[src/rtl/mpb_pkg.sv]
package mpb_pkg;

   localparam int HALF_W   = 16;
   localparam int WORD_W   = 32;
   localparam int FIELD_W  = 5;
   localparam int HDR_BITS = 13;

   // fixed management-address layout
   localparam logic [4:0] PG_PHY    = 5'h1f;
   localparam logic [4:0] PG_REG    = 5'h10;
   localparam logic [4:0] DATA_SEL  = 5'h10;
   localparam logic [4:0] DATA_MASK = 5'h17;

   localparam logic [1:0] OP_RD = 2'b10;
   localparam logic [1:0] OP_WR = 2'b01;

   typedef enum logic [1:0] {
      F_PRE,
      F_HDR,
      F_TA,
      F_DATA
   } fstate_t;

   function automatic logic is_data(input logic [4:0] p);
      return ((p & ~DATA_MASK) == 5'h00) && ((p & DATA_SEL) == DATA_SEL);
   endfunction

   function automatic logic claims(input logic [4:0] p, input logic [4:0] r);
      return is_data(p) || ((p == PG_PHY) && (r == PG_REG));
   endfunction

endpackage

[src/rtl/mpb_sync.sv]
module mpb_sync #(
   parameter int STAGES = 2
) (
   input  logic clk,
   input  logic rst_n,
   input  logic mdc,
   input  logic mdio_i,
   output logic rise,
   output logic din
);

   generate
      if (STAGES < 2) begin : g_bad_stages
         $error("mpb_sync: STAGES must be at least 2");
      end
   endgenerate

   logic [STAGES-1:0] mdc_sh;
   logic [STAGES-1:0] dio_sh;
   logic              mdc_last;

   always_ff @(posedge clk) begin
      if (!rst_n) begin
         mdc_sh   <= '0;
         dio_sh   <= '1;
         mdc_last <= 1'b0;
      end else begin
         mdc_sh   <= {mdc_sh[STAGES-2:0], mdc};
         dio_sh   <= {dio_sh[STAGES-2:0], mdio_i};
         mdc_last <= mdc_sh[STAGES-1];
      end
   end

   assign rise = mdc_sh[STAGES-1] & ~mdc_last;
   assign din  = dio_sh[STAGES-1];

endmodule

[src/rtl/mpb_frame.sv]
module mpb_frame
   import mpb_pkg::*;
#(
   parameter int PRE_MIN = 32
) (
   input  logic              clk,
   input  logic              rst_n,
   input  logic              rise,
   input  logic              din,
   input  logic [HALF_W-1:0] rd_half,
   output logic              hdr_stb,
   output logic              hdr_rd,
   output logic [4:0]        hdr_phy,
   output logic [4:0]        hdr_reg,
   output logic              wr_stb,
   output logic [HALF_W-1:0] wr_data,
   output logic              mdio_o,
   output logic              mdio_oe
);

   localparam int CW = $clog2(PRE_MIN + 1);

   generate
      if (PRE_MIN < 1 || PRE_MIN > 32) begin : g_bad_pre
         $error("mpb_frame: PRE_MIN must lie in 1..32");
      end
   endgenerate

   fstate_t             st;
   logic [CW-1:0]       ones;
   logic [3:0]          cnt;
   logic [11:0]         hdr_q;
   logic [HDR_BITS-1:0] hdr_nxt;
   logic                mine_q, rd_q, wr_q;
   logic [HALF_W-1:0]   sh;
   logic                n_ok, n_rd, n_wr, n_mine;

   always_comb begin
      hdr_nxt = {hdr_q, din};
      n_rd    = (hdr_nxt[11:10] == OP_RD);
      n_wr    = (hdr_nxt[11:10] == OP_WR);
      n_ok    = hdr_nxt[12] && (n_rd || n_wr);
      n_mine  = n_ok && claims(hdr_nxt[9:5], hdr_nxt[4:0]);
   end

   always_ff @(posedge clk) begin
      if (!rst_n) begin
         st      <= F_PRE;
         ones    <= '0;
         cnt     <= '0;
         hdr_q   <= '0;
         mine_q  <= 1'b0;
         rd_q    <= 1'b0;
         wr_q    <= 1'b0;
         sh      <= '0;
         hdr_stb <= 1'b0;
         hdr_rd  <= 1'b0;
         hdr_phy <= '0;
         hdr_reg <= '0;
         wr_stb  <= 1'b0;
         mdio_o  <= 1'b1;
         mdio_oe <= 1'b0;
      end else begin
         hdr_stb <= 1'b0;
         wr_stb  <= 1'b0;
         if (rise) begin
            unique case (st)
               F_PRE: begin
                  if (din) begin
                     if (ones != CW'(PRE_MIN)) ones <= ones + CW'(1);
                  end else begin
                     if (ones == CW'(PRE_MIN)) begin
                        st  <= F_HDR;
                        cnt <= '0;
                     end
                     ones <= '0;
                  end
               end
               F_HDR: begin
                  hdr_q <= hdr_nxt[11:0];
                  cnt   <= cnt + 4'd1;
                  if (cnt == 4'(HDR_BITS - 1)) begin
                     mine_q  <= n_mine;
                     rd_q    <= n_rd;
                     wr_q    <= n_wr;
                     hdr_stb <= n_mine;
                     hdr_rd  <= n_rd;
                     hdr_phy <= hdr_nxt[9:5];
                     hdr_reg <= hdr_nxt[4:0];
                     st      <= F_TA;
                     cnt     <= '0;
                  end
               end
               F_TA: begin
                  cnt <= cnt + 4'd1;
                  if (cnt == 4'd0) begin
                     if (mine_q && rd_q) begin
                        mdio_oe <= 1'b1;
                        mdio_o  <= 1'b0;
                     end
                  end else begin
                     sh <= rd_half;
                     if (mine_q && rd_q) mdio_o <= rd_half[HALF_W-1];
                     st  <= F_DATA;
                     cnt <= '0;
                  end
               end
               F_DATA: begin
                  sh     <= {sh[HALF_W-2:0], din};
                  mdio_o <= sh[HALF_W-2];
                  cnt    <= cnt + 4'd1;
                  if (cnt == 4'(HALF_W - 1)) begin
                     mdio_oe <= 1'b0;
                     mdio_o  <= 1'b1;
                     st      <= F_PRE;
                     ones    <= '0;
                     if (mine_q && wr_q) wr_stb <= 1'b1;
                  end
               end
               default: st <= F_PRE;
            endcase
         end
      end
   end

   assign wr_data = sh;

endmodule

[src/rtl/mpb_xlate.sv]
module mpb_xlate
   import mpb_pkg::*;
#(
   parameter int PAGE_W = 9
) (
   input  logic              clk,
   input  logic              rst_n,
   input  logic              hdr_stb,
   input  logic              hdr_rd,
   input  logic [4:0]        hdr_phy,
   input  logic [4:0]        hdr_reg,
   input  logic              wr_stb,
   input  logic [HALF_W-1:0] wr_data,
   output logic [HALF_W-1:0] rd_half,
   output logic [PAGE_W-1:0] page_o,
   output logic              rb_req,
   output logic              rb_we,
   output logic [PAGE_W+6:0] rb_addr,
   output logic [WORD_W-1:0] rb_wdata,
   input  logic [WORD_W-1:0] rb_rdata,
   input  logic              rb_ack
);

   logic [PAGE_W-1:0] page_q;
   logic [HALF_W-1:0] hi_q;
   logic [WORD_W-1:0] word_q;
   logic [4:0]        tgt_phy;
   logic [4:0]        tgt_reg;

   always_ff @(posedge clk) begin
      if (!rst_n) begin
         page_q   <= '0;
         hi_q     <= '0;
         word_q   <= '0;
         tgt_phy  <= '0;
         tgt_reg  <= '0;
         rb_req   <= 1'b0;
         rb_we    <= 1'b0;
         rb_addr  <= '0;
         rb_wdata <= '0;
      end else begin
         if (rb_req && rb_ack) begin
            rb_req <= 1'b0;
            if (!rb_we) word_q <= rb_rdata;
         end
         if (hdr_stb) begin
            tgt_phy <= hdr_phy;
            tgt_reg <= hdr_reg;
            if (hdr_rd && is_data(hdr_phy) && !hdr_reg[0]) begin
               rb_req  <= 1'b1;
               rb_we   <= 1'b0;
               rb_addr <= {page_q, hdr_phy[2:0], hdr_reg[4:1]};
            end
         end
         if (wr_stb) begin
            if (!is_data(tgt_phy)) begin
               page_q <= wr_data[PAGE_W-1:0];
            end else if (tgt_reg[0]) begin
               hi_q <= wr_data;
            end else begin
               rb_req   <= 1'b1;
               rb_we    <= 1'b1;
               rb_addr  <= {page_q, tgt_phy[2:0], tgt_reg[4:1]};
               rb_wdata <= {hi_q, wr_data};
            end
         end
      end
   end

   always_comb begin
      if (!is_data(tgt_phy))  rd_half = HALF_W'(page_q);
      else if (tgt_reg[0])    rd_half = word_q[WORD_W-1:HALF_W];
      else                    rd_half = word_q[HALF_W-1:0];
   end

   assign page_o = page_q;

endmodule

[src/rtl/mdio_page_bridge.sv]
module mdio_page_bridge
   import mpb_pkg::*;
#(
   parameter int PAGE_W      = 9,
   parameter int PRE_MIN     = 32,
   parameter int SYNC_STAGES = 2
) (
   input  logic              clk,
   input  logic              rst_n,
   input  logic              mdc,
   input  logic              mdio_i,
   output logic              mdio_o,
   output logic              mdio_oe,
   output logic              rb_req,
   output logic              rb_we,
   output logic [PAGE_W+6:0] rb_addr,
   output logic [31:0]       rb_wdata,
   input  logic [31:0]       rb_rdata,
   input  logic              rb_ack
);

   generate
      if (PAGE_W < 1 || PAGE_W > 9) begin : g_bad_page
         $error("mdio_page_bridge: PAGE_W must lie in 1..9");
      end
   endgenerate

   logic              rise_w, din_w;
   logic              hdr_stb_w, hdr_rd_w;
   logic [4:0]        hdr_phy_w, hdr_reg_w;
   logic              wr_stb_w;
   logic [HALF_W-1:0] wr_data_w, rd_half_w;
   logic [PAGE_W-1:0] page_w;

   mpb_sync #(.STAGES(SYNC_STAGES)) u_sync (
      .clk(clk), .rst_n(rst_n), .mdc(mdc), .mdio_i(mdio_i),
      .rise(rise_w), .din(din_w)
   );

   mpb_frame #(.PRE_MIN(PRE_MIN)) u_frm (
      .clk(clk), .rst_n(rst_n), .rise(rise_w), .din(din_w),
      .rd_half(rd_half_w),
      .hdr_stb(hdr_stb_w), .hdr_rd(hdr_rd_w),
      .hdr_phy(hdr_phy_w), .hdr_reg(hdr_reg_w),
      .wr_stb(wr_stb_w), .wr_data(wr_data_w),
      .mdio_o(mdio_o), .mdio_oe(mdio_oe)
   );

   mpb_xlate #(.PAGE_W(PAGE_W)) u_xl (
      .clk(clk), .rst_n(rst_n),
      .hdr_stb(hdr_stb_w), .hdr_rd(hdr_rd_w),
      .hdr_phy(hdr_phy_w), .hdr_reg(hdr_reg_w),
      .wr_stb(wr_stb_w), .wr_data(wr_data_w),
      .rd_half(rd_half_w), .page_o(page_w),
      .rb_req(rb_req), .rb_we(rb_we), .rb_addr(rb_addr),
      .rb_wdata(rb_wdata), .rb_rdata(rb_rdata), .rb_ack(rb_ack)
   );

endmodule

[config.mk]
export PLATFORM = sky130hd
export DESIGN_NAME = mdio_page_bridge
export DESIGN_NICKNAME = d
export VERILOG_FILES = /design/src/rtl/mpb_pkg.sv /design/src/rtl/mpb_sync.sv /design/src/rtl/mpb_frame.sv /design/src/rtl/mpb_xlate.sv /design/src/rtl/mdio_page_bridge.sv
export SDC_FILE = /design/constraint.sdc
export NUM_CORES = 1
export LEC_CHECK = 0
export ABC_AREA = 1
export BUFFER_PORTS_ARGS = -buffer_cell sky130_fd_sc_hd__clkbuf_2
export CORE_MARGIN = 2
export CORE_UTILIZATION = 40
export DETAILED_ROUTE_END_ITERATION = 10
export PLACE_DENSITY = 0.64
export REMOVE_ABC_BUFFERS = 1
export SLEW_MARGIN = 30
export SYNTH_ARGS = -nofsm -noshare
export SYNTH_HDL_FRONTEND = slang
export SYNTH_SLANG_ARGS = --single-unit
[constraint.sdc]
create_clock -name clk -period 2.7 [get_ports clk]
set_input_delay 0 -clock clk [delete_from_list [all_inputs] [get_ports clk]]
set_output_delay 0 -clock clk [all_outputs]
set_load 0.02 [all_outputs]
# Word level (Yosys, flattened, before mapping)
# Index checks and enable logic that the tools add are counted.
# word_totals
regBits	179
wordCells	132
# classes
addsub	2
eq_ne	19
mux	45
n_bitwise	5
n_reduce_logical	35
# op_table
op	n
16-bit two-way mux	8
16-bit case mux with 2 select lines	1
1-bit two-way mux	19
6-bit two-way mux	3
3-bit AND reduction	6
4-bit two-way mux	4
4-bit case mux with 4 select lines	1
5-bit logical NOT	3
6-bit case mux with 2 select lines	1
4-bit AND reduction	3
1-bit logical AND	11
5-bit == test, second input constant	2
2-bit two-way mux	5
2-bit by 1-bit != test with 1-bit output, second input constant	5
4-bit == test, second input constant	2
2-bit case mux with 4 select lines	1
6-bit by 1-bit adder with 6-bit output, second input constant	1
2-bit == test, second input constant	3
6-bit == test, second input constant	1
6-bit != test, second input constant	1
2-bit AND reduction	3
6-bit AND reduction	1
5-bit AND reduction	1
4-bit by 1-bit adder with 4-bit output, second input constant	1
other kinds (11)	19

# Logic depth before layout (Yosys ltp)
# depth
word_depth	9
ltp_mapped	10
mapped_depth_nobuf	10

# Modules after synthesis
# A second synthesis with hierarchy kept.
# unflattened
cells_unflattened	972
hier_area_um2	7314.5
# by_module_without_submodules
module	n_inst	cells_per_inst	area_each_um2	seq_area_each_um2
mpb_xlate	1	614	4560.6	2342.2
mpb_frame	1	341	2608.8	1141.1
mpb_sync	1	17	145.1	100.1

# Worst setup path after synthesis
# OpenSTA, ideal clock, no wires.
# synth_path
kind	flip-flop to flip-flop
startpoint	reg u_frm.st[0]
endpoint	reg u_frm.sh[1], in the netlist u_frm.wr_data[1]
setup_time_ps	115
arrival_ps	1315
required_ps	2585
slack_ps	1270
path_stages_with_launch	11
n_path_buf	1
cell_sequence	dfxtp_1 inv_1 ha_1 inv_1 a21oi_2 nand2_4 inv_4 buf_6 nand2_1 nor2_1 nor2_1
# synth_via
elab_chain_len	3
word_cells_on_any_way	6
cone_classes	eq/ne: 3; mux: 1; reduce/logical: 2
# synth_rtl
item	line_no	text
from (decl)	mpb_frame.sv:29	fstate_t st;
from (signal assigned)	mpb_frame.sv:48	st <= F_PRE;
from (signal assigned)	mpb_frame.sv:73	st <= F_HDR;
from (signal assigned)	mpb_frame.sv:90	st <= F_TA;
2-bit == test	mpb_frame.sv:67	unique case (st)
2-bit != test (no source line) or 2-bit nonzero test (tied branches)	n/a	
3-bit AND reduction (no source line)	n/a	
to (signal assigned)	mpb_frame.sv:102	sh <= rd_half;
to (signal assigned)	mpb_frame.sv:109	sh <= {sh[HALF_W-2:0], din};
to (decl)	mpb_frame.sv:35	logic [HALF_W-1:0] sh;
# Several ways; a longest one is shown, not always the timed one.
# A chain may end at the register's enable or synchronous reset.

# Worst setup path after layout
# layout_path
startpoint	reg u_xl.tgt_phy[3]
endpoint	reg u_xl.rb_wdata[7]
# layout_via
elab_chain_len	3
# layout_rtl
item	line_no	text
from (decl)	mpb_xlate.sv:27	logic [4:0] tgt_phy;
from (signal assigned)	mpb_xlate.sv:47	tgt_phy <= hdr_phy;
5-bit logical NOT	mpb_pkg.sv:25	return ((p & ~DATA_MASK) == 5'h00) && ((p & DATA_SEL) == DATA_SEL);
1-bit logical AND	mpb_pkg.sv:25	
3-bit AND reduction (no source line)	n/a	
to (signal assigned)	mpb_xlate.sv:64	rb_wdata <= {hi_q, wr_data};
to (decl)	mpb_xlate.sv:19	output logic [WORD_W-1:0] rb_wdata,
# No other way between the ends.

==> flow_summary.toml <==
[final_layout]
top_regs = "u_xl.rb_wdata (32), u_xl.word_q (32)"
antenna_cells = 0
nets = 1102
drive_above_1_share = 0.152
final_cell_count_no_fill = 1296
area_growth_pct = 20.5

[detailed_routing]
drt_iter0_drc = 480
dr.pass1.iters = 5
vias = 6358
drc = 0
route.antenna.remaining_nets = 0
via_per_inst = 4.91
wirelength_um = 17300
avgRoutedWirePerCell_um = 13.4

[critical_path]
crit_required_ns = 3.06
cp_cell_sequence = "inv_2 -> nand2_1 -> inv_2 -> nand3_2 -> buf_4 -> inv_2 -> buf_4 -> o21ai_0 -> a21oi_1"
cp-end-kind = "flop"
cp.arrival_ns = 2.27
cp_max_fo = 34
slowest_delay_ns = 0.31
critPathKind = "flop to flop"
crit_slowest_cell = "dfxtp_1"
path_common_cell = "inv_2"
startpoint_type = "flop"

[timing]
whs_ns = 0.164
slew-limit-headroom = 0.492
clock.fmax_mhz = 523
setup_viol = 0
layout_setup_ws_ns = 0.787
final.period_utilization = 0.708
hold_violations = 0
setup_tns_ns = 0
fin_crit_ns = 1.91
final_max_slew_viol_count = 0
skew_ns = 0.00917
tightest_slew_ns = 0.761
rsz0062_at_grt = "no"

[logic_synthesis]
ys_seq_elements = 179
synth_area_leaders = "dfxtp_1 50%, nor2_1 9.2%, o21ai_0 7.8%"
ys_seq_area_frac = 0.497
synthCells = 955
async_flop_share = 0
synthMostInstantiatedCell = "dfxtp_1"
yosys_most_used_dff = "dfxtp_1"
yosysWarnings = 0
synth_top_area_share = 0.497
yosys.cell_types.count = 32
synth_area_per_cell_um2 = 7.55
synth_edf_count = 0
synth_area_leader_cell = "dfxtp_1"
syn_area_mm2 = 0.00721
yosys-top-cells-count = "179 x dfxtp_1, 177 x nor2_1, 113 x o21ai_0"

[pwr]
power.total_uw = 5160
p_per_area_mw_per_mm2 = 594
ir_drop_uv = 381
leakagePower_uw = 0.00369

[clocking]
cts.sinks = 179
cts_resized = 0
cts_hold_buf = 35
cts_tree = "built"
htree_levels = 4
cts_max_path_buffers = 2
root_buffer = "clkbuf_16"
clk_latency_ns = 0.44
cts_buffers = 17
cts.reportedPaths.clkPinSlew_ns = 0.06
postCtsSetupRepairBufs = 0

[global_routing]
grt_usage = 0.187
grt_pass1_wl_um = 29200
grt_max_degree = 160
antenna_found_initial = 0
overflow = 0
grt_pass1_vias = 5812

[worst_hold_path]
hold_path.class = "input port to flop"

[die]
die_y_um = 138
core_area_mm2 = 0.0178
io_pins = 89
fp.dieW_um = 138
dieArea_mm2 = 0.0191
initial_core_util = 0.404
rows = 49

[place]
dp_hpwl_um = 11300
pre_cts_slack_ns = 0.852
dp.cells = 1230
gp_congestion = 0.795
portBuffers = 88

[outcome]
outcome = "finished clean"

[flow_run]
maxCapViolCount = 0
==> layout by cell type (no fill, tap or decap), types with 6 or more instances in the layout <==
master / netlist / routed
nand2_1: 97 / 97
nor2_1: 177 / 177
ha_1: 10 / 10
o21ai_1: 60 / 60
nand4_1: 6 / 6
a21boi_0: 6 / 6
o22ai_1: 6 / 6
inv_2: 9 / 9
o21ai_0: 113 / 113
dfxtp_1: 179 / 179
inv_1: 79 / 79
dlygate4sd3_1: 0 / 35
buf_4: 4 / 13
nand3_1: 21 / 21
clkbuf_16: 0 / 17
clkbuf_2: 0 / 87
a21oi_1: 109 / 109
==> worst max-delay path: cells and delay by family (launching register included) <==
| kind | cells | cell delay (ns) |
|---|---|---|
| and+or+nand+nor | 2 | 0.30 |
| DFF | 1 | 0.31 |
| buffers and inverters | 5 | 0.91 |
| AOI/OAI and AO/OA | 2 | 0.29 |
==> where the power goes <==
group / switching [µW] / leakage [µW] / internal [µW] / total [µW]
clock: 1040 / 0.000271 / 1310 / 2360
combinational: 78.8 / 0.00198 / 75.4 / 154
sequential: 4.16 / 0.00144 / 2650 / 2650
total: 1120 / 0.00369 / 4030 / 5160
==> area by class of cell <==
type                    count  area, µm²
clock buffers              19        453
clock inverters            12        108
fillers                  1749       9160
inverters                  90        343
multi-input cells         631       3000
flip-flops and latches    179       3580
well taps                 229        287
repair buffers            136        903
==> worst paths after layout <==
kind | start | end | slack (ns) | depth (start not counted)
max | u_xl.tgt_phy[3] | u_xl.rb_wdata[7] | 0.79 | 9
min | rst_n | u_xl.word_q[26] | 0.16 | 4
max reg2reg | u_xl.tgt_phy[3] | u_xl.rb_wdata[7] | 0.79 | 9
min reg2reg | u_sync.mdc_sh[0] | u_sync.mdc_sh[1] | 0.41 | 2
==> through the flow <==
stage	util	cell area, µm²
2_1_floorplan	-	6930
3_3_place_gp	0.436	7770
3_5_place_dp	0.436	7770
4_1_cts	0.487	8680
5_1_grt	0.487	8680
6_report	0.487	8680
==> routing by layer <==
| layer | GRT usage | routed length (µm) |
|---|---|---|
| met5 | 0 | 0 |
| met3 | 0.0450 | 665 |
| met4 | 0.0618 | 331 |
| met2 | 0.290 | 7830 |
| met1 | 0.259 | 8520 |
==> cell families after synthesis <==
logic type | Yosys count | share of synthesized area
and+or+nand+nor | 319 | 0.182
AOI/OAI and AO/OA | 301 | 0.216
DFF | 179 | 0.497
buffers and inverters | 145 | 0.0858
adders and majority gates | 10 | 0.0174
xor gates and xnor gates | 1 | 0.00122
No activity file was read; power rests on OpenSTA's default activity.
